===== config.mk =====
export PLATFORM = sky130hd
export DESIGN_NAME = path_bip_rei
export DESIGN_NICKNAME = d
export VERILOG_FILES = /design/src/rtl/pbr_pkg.sv /design/src/rtl/pbr_bip_acc.sv /design/src/rtl/pbr_inj_arm.sv /design/src/rtl/pbr_rei_sel.sv /design/src/rtl/path_bip_rei.sv
export SDC_FILE = /design/constraint.sdc
export NUM_CORES = 1
export LEC_CHECK = 0
export BUFFER_PORTS_ARGS = -buffer_cell sky130_fd_sc_hd__buf_2
export CELL_PAD_IN_SITES_DETAIL_PLACEMENT = 0
export CELL_PAD_IN_SITES_GLOBAL_PLACEMENT = 1
export CORE_MARGIN = 4
export CORE_UTILIZATION = 39
export CTS_CLUSTER_SIZE = 30
export DETAILED_ROUTE_END_ITERATION = 12
export GPL_TIMING_DRIVEN = 0
export PLACE_DENSITY_LB_ADDON = 0.1
export SLEW_MARGIN = 25
export SYNTH_ARGS = -nofsm -noshare
export SYNTH_HDL_FRONTEND = slang
export SYNTH_SLANG_ARGS = --single-unit

===== constraint.sdc =====
create_clock -name clk -period 1.5 [get_ports clk]
set_input_delay 0 -clock clk [delete_from_list [all_inputs] [get_ports clk]]
set_output_delay 0 -clock clk [all_outputs]
set_load 0.01 [all_outputs]

===== src/rtl/pbr_pkg.sv =====
package pbr_pkg;
   typedef enum logic [1:0] {
      SLOT_DATA = 2'd0,
      SLOT_PAR  = 2'd1,
      SLOT_STAT = 2'd2
   } slot_e;

   function automatic slot_e slot_of(input logic par, input logic stat);
      if (par)       return SLOT_PAR;
      else if (stat) return SLOT_STAT;
      else           return SLOT_DATA;
   endfunction
endpackage


===== src/rtl/pbr_bip_acc.sv =====
module pbr_bip_acc #(
   parameter int W = 8
) (
   input  logic         clk,
   input  logic         rst_n,
   input  logic         valid,
   input  logic         sof,
   input  logic [W-1:0] byte_in,
   output logic [W-1:0] par_prev
);
   logic [W-1:0] acc_q;
   logic [W-1:0] done_q;

   always_ff @(posedge clk) begin
      if (!rst_n) begin
         acc_q  <= '0;
         done_q <= '0;
      end else if (valid) begin
         if (sof) begin
            done_q <= acc_q;
            acc_q  <= byte_in;
         end else begin
            acc_q  <= acc_q ^ byte_in;
         end
      end
   end

   assign par_prev = done_q;
endmodule


===== src/rtl/pbr_inj_arm.sv =====
module pbr_inj_arm (
   input  logic clk,
   input  logic rst_n,
   input  logic en,
   input  logic trig,
   input  logic strike,
   output logic fire
);
   logic trig_q;
   logic pend_q;
   logic rise;

   assign rise = trig & ~trig_q;
   assign fire = strike & en & (pend_q | rise);

   always_ff @(posedge clk) begin
      if (!rst_n) begin
         trig_q <= 1'b0;
         pend_q <= 1'b0;
      end else begin
         trig_q <= trig;
         pend_q <= (pend_q | rise) & en & ~fire;
      end
   end
endmodule


===== src/rtl/pbr_rei_sel.sv =====
module pbr_rei_sel #(
   parameter int REI_W      = 4,
   parameter int REI_MAX    = 8,
   parameter int FORCE_CODE = 3
) (
   input  logic [REI_W-1:0] cnt,
   input  logic             inhibit,
   input  logic [REI_W-1:0] reg_val,
   input  logic             force_act,
   output logic [REI_W-1:0] rei
);
   localparam logic [REI_W-1:0] MAX_V   = REI_W'(REI_MAX);
   localparam logic [REI_W-1:0] FORCE_V = REI_W'(FORCE_CODE);

   logic [REI_W-1:0] clamped;

   assign clamped = (cnt > MAX_V) ? MAX_V : cnt;

   always_comb begin
      if (force_act)    rei = FORCE_V;
      else if (inhibit) rei = reg_val;
      else              rei = clamped;
   end
endmodule


===== src/rtl/path_bip_rei.sv =====
module path_bip_rei #(
   parameter int W          = 8,
   parameter int REI_W      = 4,
   parameter int REI_MAX    = 8,
   parameter int FORCE_CODE = 3,
   parameter bit OUT_REG    = 1'b1
) (
   input  logic             clk,
   input  logic             rst_n,
   input  logic             in_valid,
   input  logic [W-1:0]     in_data,
   input  logic             in_sof,
   input  logic             in_b3_slot,
   input  logic             in_g1_slot,
   input  logic [REI_W-1:0] rx_b3_err_cnt,
   input  logic             errins_en,
   input  logic             err_trig,
   input  logic             glob_errins_en,
   input  logic             rei_inhibit,
   input  logic [REI_W-1:0] rei_value,
   input  logic             rei_force,
   output logic             out_valid,
   output logic [W-1:0]     out_data
);
   import pbr_pkg::*;

   localparam int LOW_W = W - REI_W;

   if (REI_W >= W) begin : g_bad_width
      $error("REI field must be narrower than the byte");
   end
   if (REI_MAX >= (1 << REI_W)) begin : g_bad_max
      $error("REI clamp does not fit in the field");
   end
   if (FORCE_CODE >= (1 << REI_W)) begin : g_bad_force
      $error("forced REI code does not fit in the field");
   end

   slot_e            kind;
   logic [W-1:0]     par_prev;
   logic             fire;
   logic [REI_W-1:0] rei;
   logic [W-1:0]     out_byte;
   logic             force_act;

   assign kind      = slot_of(in_b3_slot, in_g1_slot);
   assign force_act = rei_force & err_trig & glob_errins_en;

   pbr_inj_arm u_arm (
      .clk    (clk),
      .rst_n  (rst_n),
      .en     (errins_en),
      .trig   (err_trig),
      .strike (in_valid & (kind == SLOT_PAR)),
      .fire   (fire)
   );

   pbr_rei_sel #(
      .REI_W      (REI_W),
      .REI_MAX    (REI_MAX),
      .FORCE_CODE (FORCE_CODE)
   ) u_rei (
      .cnt       (rx_b3_err_cnt),
      .inhibit   (rei_inhibit),
      .reg_val   (rei_value),
      .force_act (force_act),
      .rei       (rei)
   );

   always_comb begin
      unique case (kind)
         SLOT_PAR:  out_byte = par_prev ^ {W{fire}};
         SLOT_STAT: out_byte = {rei, in_data[LOW_W-1:0]};
         default:   out_byte = in_data;
      endcase
   end

   pbr_bip_acc #(.W(W)) u_acc (
      .clk      (clk),
      .rst_n    (rst_n),
      .valid    (in_valid),
      .sof      (in_sof),
      .byte_in  (out_byte),
      .par_prev (par_prev)
   );

   if (OUT_REG) begin : g_reg_out
      logic         v_q;
      logic [W-1:0] d_q;
      always_ff @(posedge clk) begin
         if (!rst_n) begin
            v_q <= 1'b0;
            d_q <= '0;
         end else begin
            v_q <= in_valid;
            if (in_valid) d_q <= out_byte;
         end
      end
      assign out_valid = v_q;
      assign out_data  = d_q;
   end else begin : g_comb_out
      assign out_valid = in_valid;
      assign out_data  = in_valid ? out_byte : '0;
   end
endmodule


==> flow_summary.yaml, run 1 <==
critical_path:
  cp.arrival_ns: 1.60
  crit_required_ns: 1.71
  r2r-start: "u_arm.trig_q$_SDFF_PN0_"
  cp-start-kind: "register"
  end_kind: "register"
  cp_slowest_cell: "dfxtp_1"
  r2r_end: "u_acc.acc_q[6]$_SDFFE_PN0P_"
  path_class: "reg -> reg"
  ff2ff_path_depth: 6
  crit_fanout: 10
  crit_chain: "nor2b_4 -> buf_6 -> o21a_4 -> xnor2_1 -> o221ai_2 -> mux2i_1"
  r2r_slack_ns: 0.11
  slowest_delay_ns: 0.37
detailed_routing:
  drt-initial-drc-count: 86
  drc: 0
  vias: 1313
  wire_per_inst_um: 13.13
  drt_wl_total_mm: 3.322
  drtPass1Iterations: 4
  antenna_left: 0
  viasPerCell: 5.190
global_route:
  grt_pass1_vias: 1278
  antenna_found_initial: 0
  grt_max_degree: 15
  grt_pass1_wl_mm: 5.699
  grt.total_usage: 0.1403
  grt.overflow.total: 0
place:
  gp_congestion: 0.7551
  dp_cells: 248
  numPortBuffers: 34
  hpwl_mm: 2.626
sta:
  slew-limit-headroom: 0.7020
  slew_violations: 0
  timing.fmax_mhz: 717.1
  finalSetupViolCount: 0
  hold_slack_ns: 0.03667
  grt_setup_unrepaired: "false"
  tightest_slew_ns: 0.4470
  fin_tns_setup_ns: 0
  hold_viol_final: 0
  clock_skew_ns: 0.003057
  fin_crit_sh: 0.9297
  finalCriticalPeriod_ns: 1.395
cells_and_area:
  final_cells: 253
  antenna_cells: 0
  synthToLayoutAreaGrowth_pct: 19.97
  layout-drive-gt1-share: 0.2976
  fin_nets: 233
clocking:
  cts_max_level: 1
  clk_latency_ns: 0.27
  cts_root_buf: "clkbuf_8"
  cts_tree: "done"
  cts_setup_buffers: 0
  cts_made_buffers: 3
  cts_sinks: 27
  clock_path_buffers: 2
  cts.clk_slew.worst_paths_ns: 0.09
floorplan:
  die-area_um2: 4878
  io_pins: 36
  initial_core_util: 0.4043
  die_w_um: 69.84
  row_count: 22
  die_y_um: 69.84
  core_area_um2: 3689
yosys:
  avgSynthCellArea_um2: 8.985
  synth_compound_area_frac: 0.1971
  ys_warn_count: 0
  ys_seq_elements: 27
  synth_area_um2: 1491
  async_flop_share: 0
  ys.flop_type: "dfxtp_1"
  synth_nets: 193
  synth_fa_ha_area_frac: 0
  synth_top_family_by_area: "simple AND/OR/NAND/NOR gates"
  synthCells: 166
  synth_edf_count: 0
  synth.distinct_cells: 39
  seq_area_frac_synth: 0.3624
  synthSimpleGateAreaFrac: 0.3003
  synth_xor_area_frac: 0.04111
  synth_mux_area_frac: 0.02768
power_and_ir_drop:
  powerDensity_nw_per_um2: 818.7
  leakagePower_nw: 0.7326
  irDropWorstVdd_uv: 577.1
min_path:
  hold_path_class: "in -> reg"
  hold_end: "u_acc.acc_q[7]$_SDFFE_PN0P_"
  hold_start: "rst_n"
  hold_depth: 3
outcome:
  status: "finished, final reports clean"
job:
  drv_cap: 0
-- critical path, delay by kind of cell (launching register included) --
| kind | cells | cell delay (ns) |
|---|---|---|
| xor+xnor | 1 | 0.14 |
| mux | 1 | 0.20 |
| flops | 1 | 0.37 |
| buf+inv | 1 | 0.13 |
| compound gates | 2 | 0.45 |
| simple gates | 1 | 0.05 |
-- through the flow --
step           utilization  area, um2  power, mW  setup slack, ns
4_1_cts             0.4817       1777      1.476          0.04721
2_1_floorplan            -       1491     0.9752           0.2239
6_report            0.4851       1789      1.465           0.1055
3_5_place_dp        0.4668       1722      1.073          0.06589
5_1_grt             0.4851       1789      1.547          0.02454
3_3_place_gp        0.4668       1722      1.062           0.1044
-- flip-flops by register name, indices dropped and copies added, names as in the netlist --
| name | count |
|---|---|
| out_valid | 1 |
| u_arm.trig_q | 1 |
| u_acc.par_prev | 8 |
| out_data | 8 |
| u_acc.acc_q | 8 |
| u_arm.pend_q | 1 |
-- cells in the final DEF, fill, tap and decap left out, types with 2 or more instances in the layout --
cell type	n
a221oi_1	2
and4b_2	2
o211ai_1	2
buf_2	35
or3_1	4
a32oi_2	2
nor2b_1	8
and2_1	7
nand2_1	30
a21boi_0	8
mux2i_1	3
nand3_1	12
o22ai_2	2
and4b_1	2
buf_6	5
dfxtp_1	27
clkbuf_1	5
o21a_1	8
a32oi_1	2
o21ai_0	7
clkbuf_8	4
nand3_2	4
xnor2_1	7
-- metal layers --
layer,global-route usage,part of all wire
met5,0,0
met4,0.05106,0.014
met1,0.1949,0.48
met3,0.02754,0.068
met2,0.2141,0.44
-- repair_timing --
action,in CTS,in global routing
gates resized for setup,0,2
hold endpoints to repair,1,0
endpoints found under the setup margin,0,2
hold buffers,1,0
-- kinds of logic (layout without fill, tap and decap cells) --
kind of cell | Yosys count | count (layout)
buffers and inverters | 13 | 52
multiplexers | 4 | 4
AND/OR/NAND/NOR | 78 | 78
AO/OA/AOI/OAI | 37 | 37
flip-flops | 27 | 27
XOR/XNOR | 7 | 7
-- worst max path at each step --
| stage | startpoint | end | slack [ns] | depth (start not counted) |
|---|---|---|---|---|
| after global placement | u_arm.trig_q$_SDFF_PN0_ | u_acc.acc_q[5]$_SDFFE_PN0P_ | 0.10 | 6 |
| after floorplan | u_arm.trig_q$_SDFF_PN0_ | out_data[6]$_SDFFE_PN0P_ | 0.22 | 6 |
| after detailed placement | u_arm.trig_q$_SDFF_PN0_ | u_acc.acc_q[4]$_SDFFE_PN0P_ | 0.07 | 6 |
| after CTS | u_arm.trig_q$_SDFF_PN0_ | u_acc.acc_q[4]$_SDFFE_PN0P_ | 0.05 | 6 |
| after global routing | u_arm.trig_q$_SDFF_PN0_ | out_data[4]$_SDFFE_PN0P_ | 0.02 | 6 |
| final | u_arm.trig_q$_SDFF_PN0_ | u_acc.acc_q[6]$_SDFFE_PN0P_ | 0.11 | 6 |
-- cells in the mapped netlist (2+ instances only) --
| library cell | count | area share |
|---|---|---|
| o21a_1 | 8 | 0.040 |
| o211ai_1 | 2 | 0.010 |
| a221oi_1 | 2 | 0.012 |
| o22ai_1 | 2 | 0.0084 |
| mux2i_1 | 3 | 0.020 |
| a21boi_0 | 8 | 0.040 |
| and2_1 | 7 | 0.029 |
| o21ai_0 | 7 | 0.023 |
| buf_6 | 5 | 0.038 |
| or3_1 | 4 | 0.017 |
| xnor2_1 | 7 | 0.041 |
| nor2b_1 | 8 | 0.034 |
| a32oi_2 | 2 | 0.022 |
| nand3_2 | 4 | 0.027 |
| nand2_1 | 30 | 0.076 |
| and4b_1 | 2 | 0.013 |
| and4b_2 | 2 | 0.015 |
| clkbuf_1 | 4 | 0.010 |
| nand3_1 | 12 | 0.040 |
| a32oi_1 | 2 | 0.012 |
| dfxtp_1 | 27 | 0.36 |
-- power by group --
part / internal (mW) / switching, mW
registers: 0.756 / 0.0225
clock network: 0.190 / 0.213
logic: 0.140 / 0.143
total: 1.09 / 0.378
-- area by class of cell --
type                    instances  area, um2
fillers                       371       1899
multi-input cells             126      857.1
flip-flops and latches         27      540.5
repair buffers                 35      180.2
plain buffers                  13      106.4
well taps                      48      60.06
clock buffers                   4      45.04
(Power assumes the default switching activity.)
==> run 2, diff against run 1 <==
--- a/config.mk
+++ b/config.mk
@@ -9,12 +9,14 @@
 export CELL_PAD_IN_SITES_DETAIL_PLACEMENT = 0
 export CELL_PAD_IN_SITES_GLOBAL_PLACEMENT = 1
 export CORE_MARGIN = 4
-export CORE_UTILIZATION = 39
-export CTS_CLUSTER_SIZE = 30
+export CORE_UTILIZATION = 40
+export CTS_CLUSTER_SIZE = 20
 export DETAILED_ROUTE_END_ITERATION = 12
+export GPL_ROUTABILITY_DRIVEN = 0
 export GPL_TIMING_DRIVEN = 0
 export PLACE_DENSITY_LB_ADDON = 0.1
 export SLEW_MARGIN = 25
 export SYNTH_ARGS = -nofsm -noshare
 export SYNTH_HDL_FRONTEND = slang
+export SYNTH_HIERARCHICAL = 1
 export SYNTH_SLANG_ARGS = --single-unit
==> run 2 against run 1 <==
  * The flow now finishes with violations (setup timing)
  * Utilization up 5.0 points
  * First-iteration DRC count fell by 41%
  * Critical endpoint is now u_acc/acc_q[0]$_SDFFE_PN0P_
  * Highest routed layer unchanged
  * Clock skew up 0.0034 ns
==> flow_summary.yaml, run 2 <==
outcome:
  status: "finished, violations left"
  violations: "setup timing"
detailed_routing:
  viasPerCell: 5.288
  drt_wl_total_mm: 3.826
  drc: 0
  antenna_left: 0
  drtPass1Iterations: 4
  wl_met1_mm: 1.779
  routed-wl-met2_mm: 1.854
  maxUsedRoutingLayer: "met4"
  wire_per_inst_um: 14.89
  drt-initial-drc-count: 51
  vias: 1359
  wl_met3_um: 153
power_and_ir_drop:
  swShare: 0.2813
  p_int_mw: 1.106
  seqPwrFrac: 0.504
  combinationalPowerShare: 0.227
  power_switching_mw: 0.4327
  powerDensity_nw_per_um2: 773.8
  leakagePower_nw: 0.7704
  irDropWorstVdd_uv: 349.9
  power.share.clock: 0.269
yosys:
  synthCells: 170
  yosysTopAreaCell: "dfxtp_1"
  seq_area_frac_synth: 0.3456
  synth_top_area_frac: 0.3456
  synth_compound_area_frac: 0.3072
  synthSimpleGateAreaFrac: 0.1608
  synth_top_family_by_area: "compound AO/OA/AOI/OAI gates"
  synth_xor_area_frac: 0.04480
  synth_edf_count: 0
  ys.flop_type: "dfxtp_1"
  ys_warn_count: 6
  synth_mux_area_frac: 0.06400
  ys_seq_elements: 27
  synth_fa_ha_area_frac: 0
  synth_nets: 197
  synth.most_common_cell: "dfxtp_1"
  synth_area_leaders: "dfxtp_1 35%, o32ai_2 7.3%, mux2i_1 6.4%"
  synth.distinct_cells: 30
  synth_area_um2: 1564
  avgSynthCellArea_um2: 9.200
  synth_commonest_cells: "27 x dfxtp_1, 18 x nand2_1, 17 x a21oi_1"
  async_flop_share: 0
cells_and_area:
  fin_nets: 237
  n_fill_cell: 350
  synthToLayoutAreaGrowth_pct: 27.12
  antenna_cells: 0
  layout_commonest_cell: "buf_2"
  layout-drive-gt1-share: 0.3971
  layout_common_cells: "38 x buf_2, 26 x dfxtp_1, 17 x nand2_1"
  postLayoutCoreUtil: 0.5350
sta:
  finalCriticalPeriod_ns: 1.533
  clock_skew_ns: 0.006484
  finalSetupViolCount: 1
  timing.fmax_mhz: 652.4
  hold_slack_ns: 0.006452
  slew_violations: 0
  final.setup.worst_slack_ns: -0.03271
  tightest_slew_ns: 0.3599
  hold_viol_final: 0
  slew-limit-headroom: 0.7532
  fin_tns_setup_ns: -0.03271
  fin_crit_sh: 1.022
  grt_setup_unrepaired: "true"
global_route:
  grt.overflow.total: 0
  grt_pass1_vias: 1313
  grt_pass1_wl_mm: 6.058
  grt.total_usage: 0.1522
  grt_max_degree: 16
  antenna_found_initial: 0
floorplan:
  initial_core_util: 0.4209
  die_y_um: 70.53
  core_area_um2: 3716
  row_count: 22
  die-area_um2: 4974
  io_pins: 36
  die_w_um: 70.53
clocking:
  clk_latency_ns: 0.28
  cts_tree: "done"
  cts.clk_slew.worst_paths_ns: 0.09
  clock_path_buffers: 2
  cts_made_buffers: 3
  cts_root_buf: "clkbuf_8"
  cts_sinks: 27
  cts_max_level: 1
place:
  hpwl_mm: 2.934
  numPortBuffers: 33
critical_path:
  cp-endpoint: "u_acc/acc_q[0]$_SDFFE_PN0P_"
  path_depth: 7
  cp_top_family: "compound AO/OA/AOI/OAI gates"
  end_kind: "register"
  crit_chain: "nand2b_4 -> a21oi_4 -> buf_12 -> xnor2_1 -> a21oi_2 -> nand2_1 -> o32ai_2"
  ff2ff_path_depth: 7
  r2r_slack_ns: -0.03
  path_class: "reg -> reg"
  crit_fanout: 8
  slowest_delay_ns: 0.32
  r2r_end: "u_acc/acc_q[0]$_SDFFE_PN0P_"
  r2r-start: "u_arm/trig_q$_SDFF_PN0_"
  cp-start-kind: "register"
  cp.arrival_ns: 1.73
  crit_buf_inv: 1
  crit_start: "u_arm/trig_q$_SDFF_PN0_"
  crit_required_ns: 1.69
  cp_slowest_cell: "dfxtp_2"
job:
  drv_cap: 0
min_path:
  hold_path_class: "in -> reg"
-- run 2: power by group through the flow --
stage	combinational [mW]	clock, mW	sequential (mW)
2_1_floorplan	0.206	0	0.792
3_3_place_gp	0.302	0	0.787
3_5_place_dp	0.311	0	0.790
4_1_cts	0.324	0.430	0.773
5_1_grt	0.377	0.457	0.780
6_report	0.349	0.414	0.775
-- run 2: how the worst min path moves through the flow --
| stage | start | end | slack (ns) | cells past startpoint |
|---|---|---|---|---|
| after global routing | err_trig | u_arm/trig_q$_SDFF_PN0_ | 0.005 | 2 |
| after floorplan | err_trig | u_arm/trig_q$_SDFF_PN0_ | 0.14 | 1 |
| after detailed placement | errins_en | u_arm/pend_q$_SDFF_PN0_ | 0.27 | 3 |
| final | err_trig | u_arm/trig_q$_SDFF_PN0_ | 0.006 | 2 |
| after global placement | errins_en | u_arm/pend_q$_SDFF_PN0_ | 0.26 | 3 |
| after CTS | err_trig | u_arm/pend_q$_SDFF_PN0_ | 0.003 | 3 |
-- run 2: cell type report --
type	count	area, um2	area share
flip-flops and latches	27	541.8	0.2725
clock buffers	3	41.29	0.02077
multi-input cells	126	1027	0.5167
clock inverters	1	5.005	0.002517
well taps	48	60.06	0.03021
repair buffers	35	182.7	0.09188
plain buffers	13	110.1	0.05538
inverters	4	20.02	0.01007
-- run 2: timing repair --
| item | in CTS | in global routing |
|---|---|---|
| hold buffers | 1 | 0 |
| resized for setup | 5 | 18 |
| pin swaps | 3 | 15 |
| buffers inserted | 1 | 1 |
| setup endpoints to repair | 8 | 8 |
| endpoints found under the hold margin | 1 | 0 |
-- run 2: per-stage QoR --
step	std cells	cell area, um2	setup slack (ns)	total power [mW]
after floorplan	170	1564	0.02955	0.9982
after global placement	251	1789	-0.2157	1.090
after detailed placement	251	1789	-0.2478	1.101
after CTS	257	1876	-0.03188	1.528
after global routing	257	1988	-0.08119	1.614
final	257	1988	-0.03271	1.538
-- run 2: per-layer routing --
layer / vias to the layer above / track usage
met3: 4 / 0.02983
met4: 0 / 0.05010
met5: - / 0
li1: 694 / -
met2: 20 / 0.2484
met1: 641 / 0.2024
-- run 2: logic make-up after synthesis --
kind of cell              after synthesis
AOI/OAI and AO/OA                      59
xor gates and xnor gates                8
buffers and inverters                  17
DFF                                    27
muxes                                  10
and+or+nand+nor                        49
==> run 3, diff against run 2 <==
--- a/config.mk
+++ b/config.mk
@@ -5,14 +5,15 @@
 export SDC_FILE = /design/constraint.sdc
 export NUM_CORES = 1
 export LEC_CHECK = 0
+export ABC_AREA = 1
 export BUFFER_PORTS_ARGS = -buffer_cell sky130_fd_sc_hd__buf_2
+export CAP_MARGIN = 20
 export CELL_PAD_IN_SITES_DETAIL_PLACEMENT = 0
 export CELL_PAD_IN_SITES_GLOBAL_PLACEMENT = 1
 export CORE_MARGIN = 4
-export CORE_UTILIZATION = 40
+export CORE_UTILIZATION = 35
 export CTS_CLUSTER_SIZE = 20
 export DETAILED_ROUTE_END_ITERATION = 12
-export GPL_ROUTABILITY_DRIVEN = 0
 export GPL_TIMING_DRIVEN = 0
 export PLACE_DENSITY_LB_ADDON = 0.1
 export SLEW_MARGIN = 25
==> run 3 against run 2 <==
  * Worst hold slack better by 0.072 ns
  * Critical path type unchanged
  * Die area is 5.8% higher
  * Global-route usage is 1.4 points lower
  * Combinational power is 5% lower
  * Via count is 3.5% higher
  * Fmax is 10% higher
  * Flip-flop and latch count stayed put
  * First-iteration DRC count is 27% lower
  * Cell count is 29% higher
  * The flow now finishes without violations
  * Sequential share of layout area is 2.3 points higher
  * Clock-buffer cell count stayed put
==> flow_summary.yaml, run 3 <==
floorplan:
  die-area_um2: 5261
  die_w_um: 72.54
  initial_core_util: 0.3644
  core_area_um2: 4000
  io_pins: 36
  row_count: 23
  die_y_um: 72.54
clocking:
  cts_made_buffers: 3
  clock_path_buffers: 2
  cts_sinks: 27
  cts_max_level: 1
  cts_tree: "done"
  cts_root_buf: "clkbuf_8"
  cts.clk_slew.worst_paths_ns: 0.10
  clk_latency_ns: 0.27
critical_path:
  crit_required_ns: 1.68
  cp-start-kind: "register"
  crit_chain: "inv_2 -> a21oi_4 -> nor2_4 -> buf_6 -> inv_8 -> nand2_1 -> nand2_1 -> nand2_1 -> nand2_1 -> inv_1 -> nand2_1 -> nand2_1 -> nand2_1 -> nor2_1"
  crit_fanout: 8
  cp_common_cell: "nand2_1"
  end_kind: "register"
  crit_buf_inv: 4
  cp_top_family: "simple AND/OR/NAND/NOR gates"
  cp_slowest_cell: "dfxtp_2"
  path_class: "reg -> reg"
  slowest_delay_ns: 0.34
  cp.arrival_ns: 1.57
place:
  numPortBuffers: 34
  place_area_um2: 1690
  gp_congestion: 0.7401
  hpwl_mm: 2.578
  dp_cells: 322
power_and_ir_drop:
  p_total_mw: 1.550
  powerDensity_nw_per_um2: 844.7
  leakagePower_nw: 1.013
  irDropWorstVdd_uv: 427.1
detailed_routing:
  antenna_left: 0
  drt_wl_total_mm: 3.448
  wire_per_inst_um: 10.39
  drc: 0
  vias: 1407
  drt-initial-drc-count: 37
  drtPass1Iterations: 4
  viasPerCell: 4.238
yosys:
  synth_commonest_cells: "84 x nand2_1, 43 x nor2_1, 29 x inv_1"
  avgSynthCellArea_um2: 6.125
  seq_area_frac_synth: 0.3708
  synth.most_common_cell: "nand2_1"
  ys_warn_count: 6
  ys.flop_type: "dfxtp_1"
  yosysTopAreaCell: "dfxtp_1"
  synth.distinct_cells: 20
  async_flop_share: 0
  synth_area_leaders: "dfxtp_1 37%, nand2_1 22%, nor2_1 11%"
  synth_area_um2: 1458
  synthCells: 238
  synth_top_area_frac: 0.3708
  ys_seq_elements: 27
  synth_nets: 265
  synth_edf_count: 0
min_path:
  hold_path_class: "in -> reg"
global_route:
  antenna_found_initial: 0
  grt.total_usage: 0.1384
  grt_pass1_wl_mm: 5.768
  grt_max_degree: 17
  grt.overflow.total: 0
  grt_pass1_vias: 1269
sta:
  fin_crit_sh: 0.9256
  clock_skew_ns: 0.005725
  tightest_slew_ns: 0.2639
  timing.fmax_mhz: 720.3
  finalSetupViolCount: 0
  slew_violations: 0
  hold_slack_ns: 0.07804
  finalCriticalPeriod_ns: 1.388
  slew-limit-headroom: 0.8234
  hold_viol_final: 0
cells_and_area:
  postLayoutCoreUtil: 0.4589
  antenna_cells: 0
  synthToLayoutAreaGrowth_pct: 25.92
  finalInstanceArea_um2: 1836
  layout_commonest_cell: "nand2_1"
  fin_nets: 310
  seqCellArea_um2: 541.8
  layout-drive-gt1-share: 0.2518
  multi_input_area_um2: 765.7
  final_cells: 332
  n_fill_cell: 454
  layout_common_cells: "78 x nand2_1, 42 x nor2_1, 38 x buf_2"
outcome:
  status: "finished, final reports clean"
job:
  drv_cap: 0
==> run 3: changes by cell type after synthesis, moves of 8 or more <==
cell	before	now
o21ai_1	0	9
nor2_1	5	43
mux2i_1	10	0
nand2_1	18	84
inv_1	3	29
a21bo_1	8	0
a21oi_1	17	8
xnor2_1	8	0
o21a_1	8	0
==> run 3: area by class of cell <==
type	count	area share
multi-input combinational	172	0.4172
sequential	27	0.2952
timing repair buffer	40	0.1200
inverter	32	0.06953
buffer	7	0.03749
tap	50	0.03408
clock buffer	3	0.02249
clock inverter	1	0.004090
==> run 3: final timing paths <==
check | from | cells past startpoint | endpoint | slack (ns)
max | u_arm/trig_q$_SDFF_PN0_ | 14 | u_acc/acc_q[0]$_SDFFE_PN0P_ | 0.11
min | rst_n | 3 | out_valid$_SDFF_PN0_ | 0.08
max reg2reg | u_arm/trig_q$_SDFF_PN0_ | 14 | u_acc/acc_q[0]$_SDFFE_PN0P_ | 0.11
min reg2reg | u_acc/acc_q[1]$_SDFFE_PN0P_ | 2 | u_acc/par_prev[1]$_SDFFE_PN0P_ | 0.50
==> run 3: layer usage <==
layer,track usage,vias up,routed length [um]
met5,0,-,0
met2,0.2094,28,1453
met1,0.1934,567,1758
li1,-,808,-
met3,0.03463,4,203
met4,0.04098,0,32
==> run 3: kinds of logic after synthesis <==
kind of cell,count (synthesis),share of synthesized area
simple gates,151,0.4300
buf+inv,39,0.1270
flops,27,0.3708
compound gates,21,0.07210
==> run 3: power breakdown <==
group	switching, mW	internal [mW]
Combinational	0.190	0.143
Clock	0.237	0.189
Sequential	0.0256	0.766
Total	0.453	1.10
==> run 3: per-stage QoR <==
step / setup WS, ns / setup TNS, ns
2_1_floorplan: 0.1551 / 0
3_3_place_gp: -0.1358 / -0.6271
3_5_place_dp: -0.1148 / -0.4682
4_1_cts: 0.02750 / 0
5_1_grt: -0.0006674 / -0.0006674
6_report: 0.1116 / 0
==> run 3: worst min-delay path, stage by stage <==
cell and delay [ns]:
buf_2 0.19, nand2_1 0.10, inv_1 0.03
==> run 3: timing repair <==
action	in CTS	in global routing
pin swaps	0	5
gates cloned	0	1
setup endpoints to repair	2	8
setup buffers	0	2
hold endpoints to repair	2	0
resized for setup	1	16
hold buffers	3	0
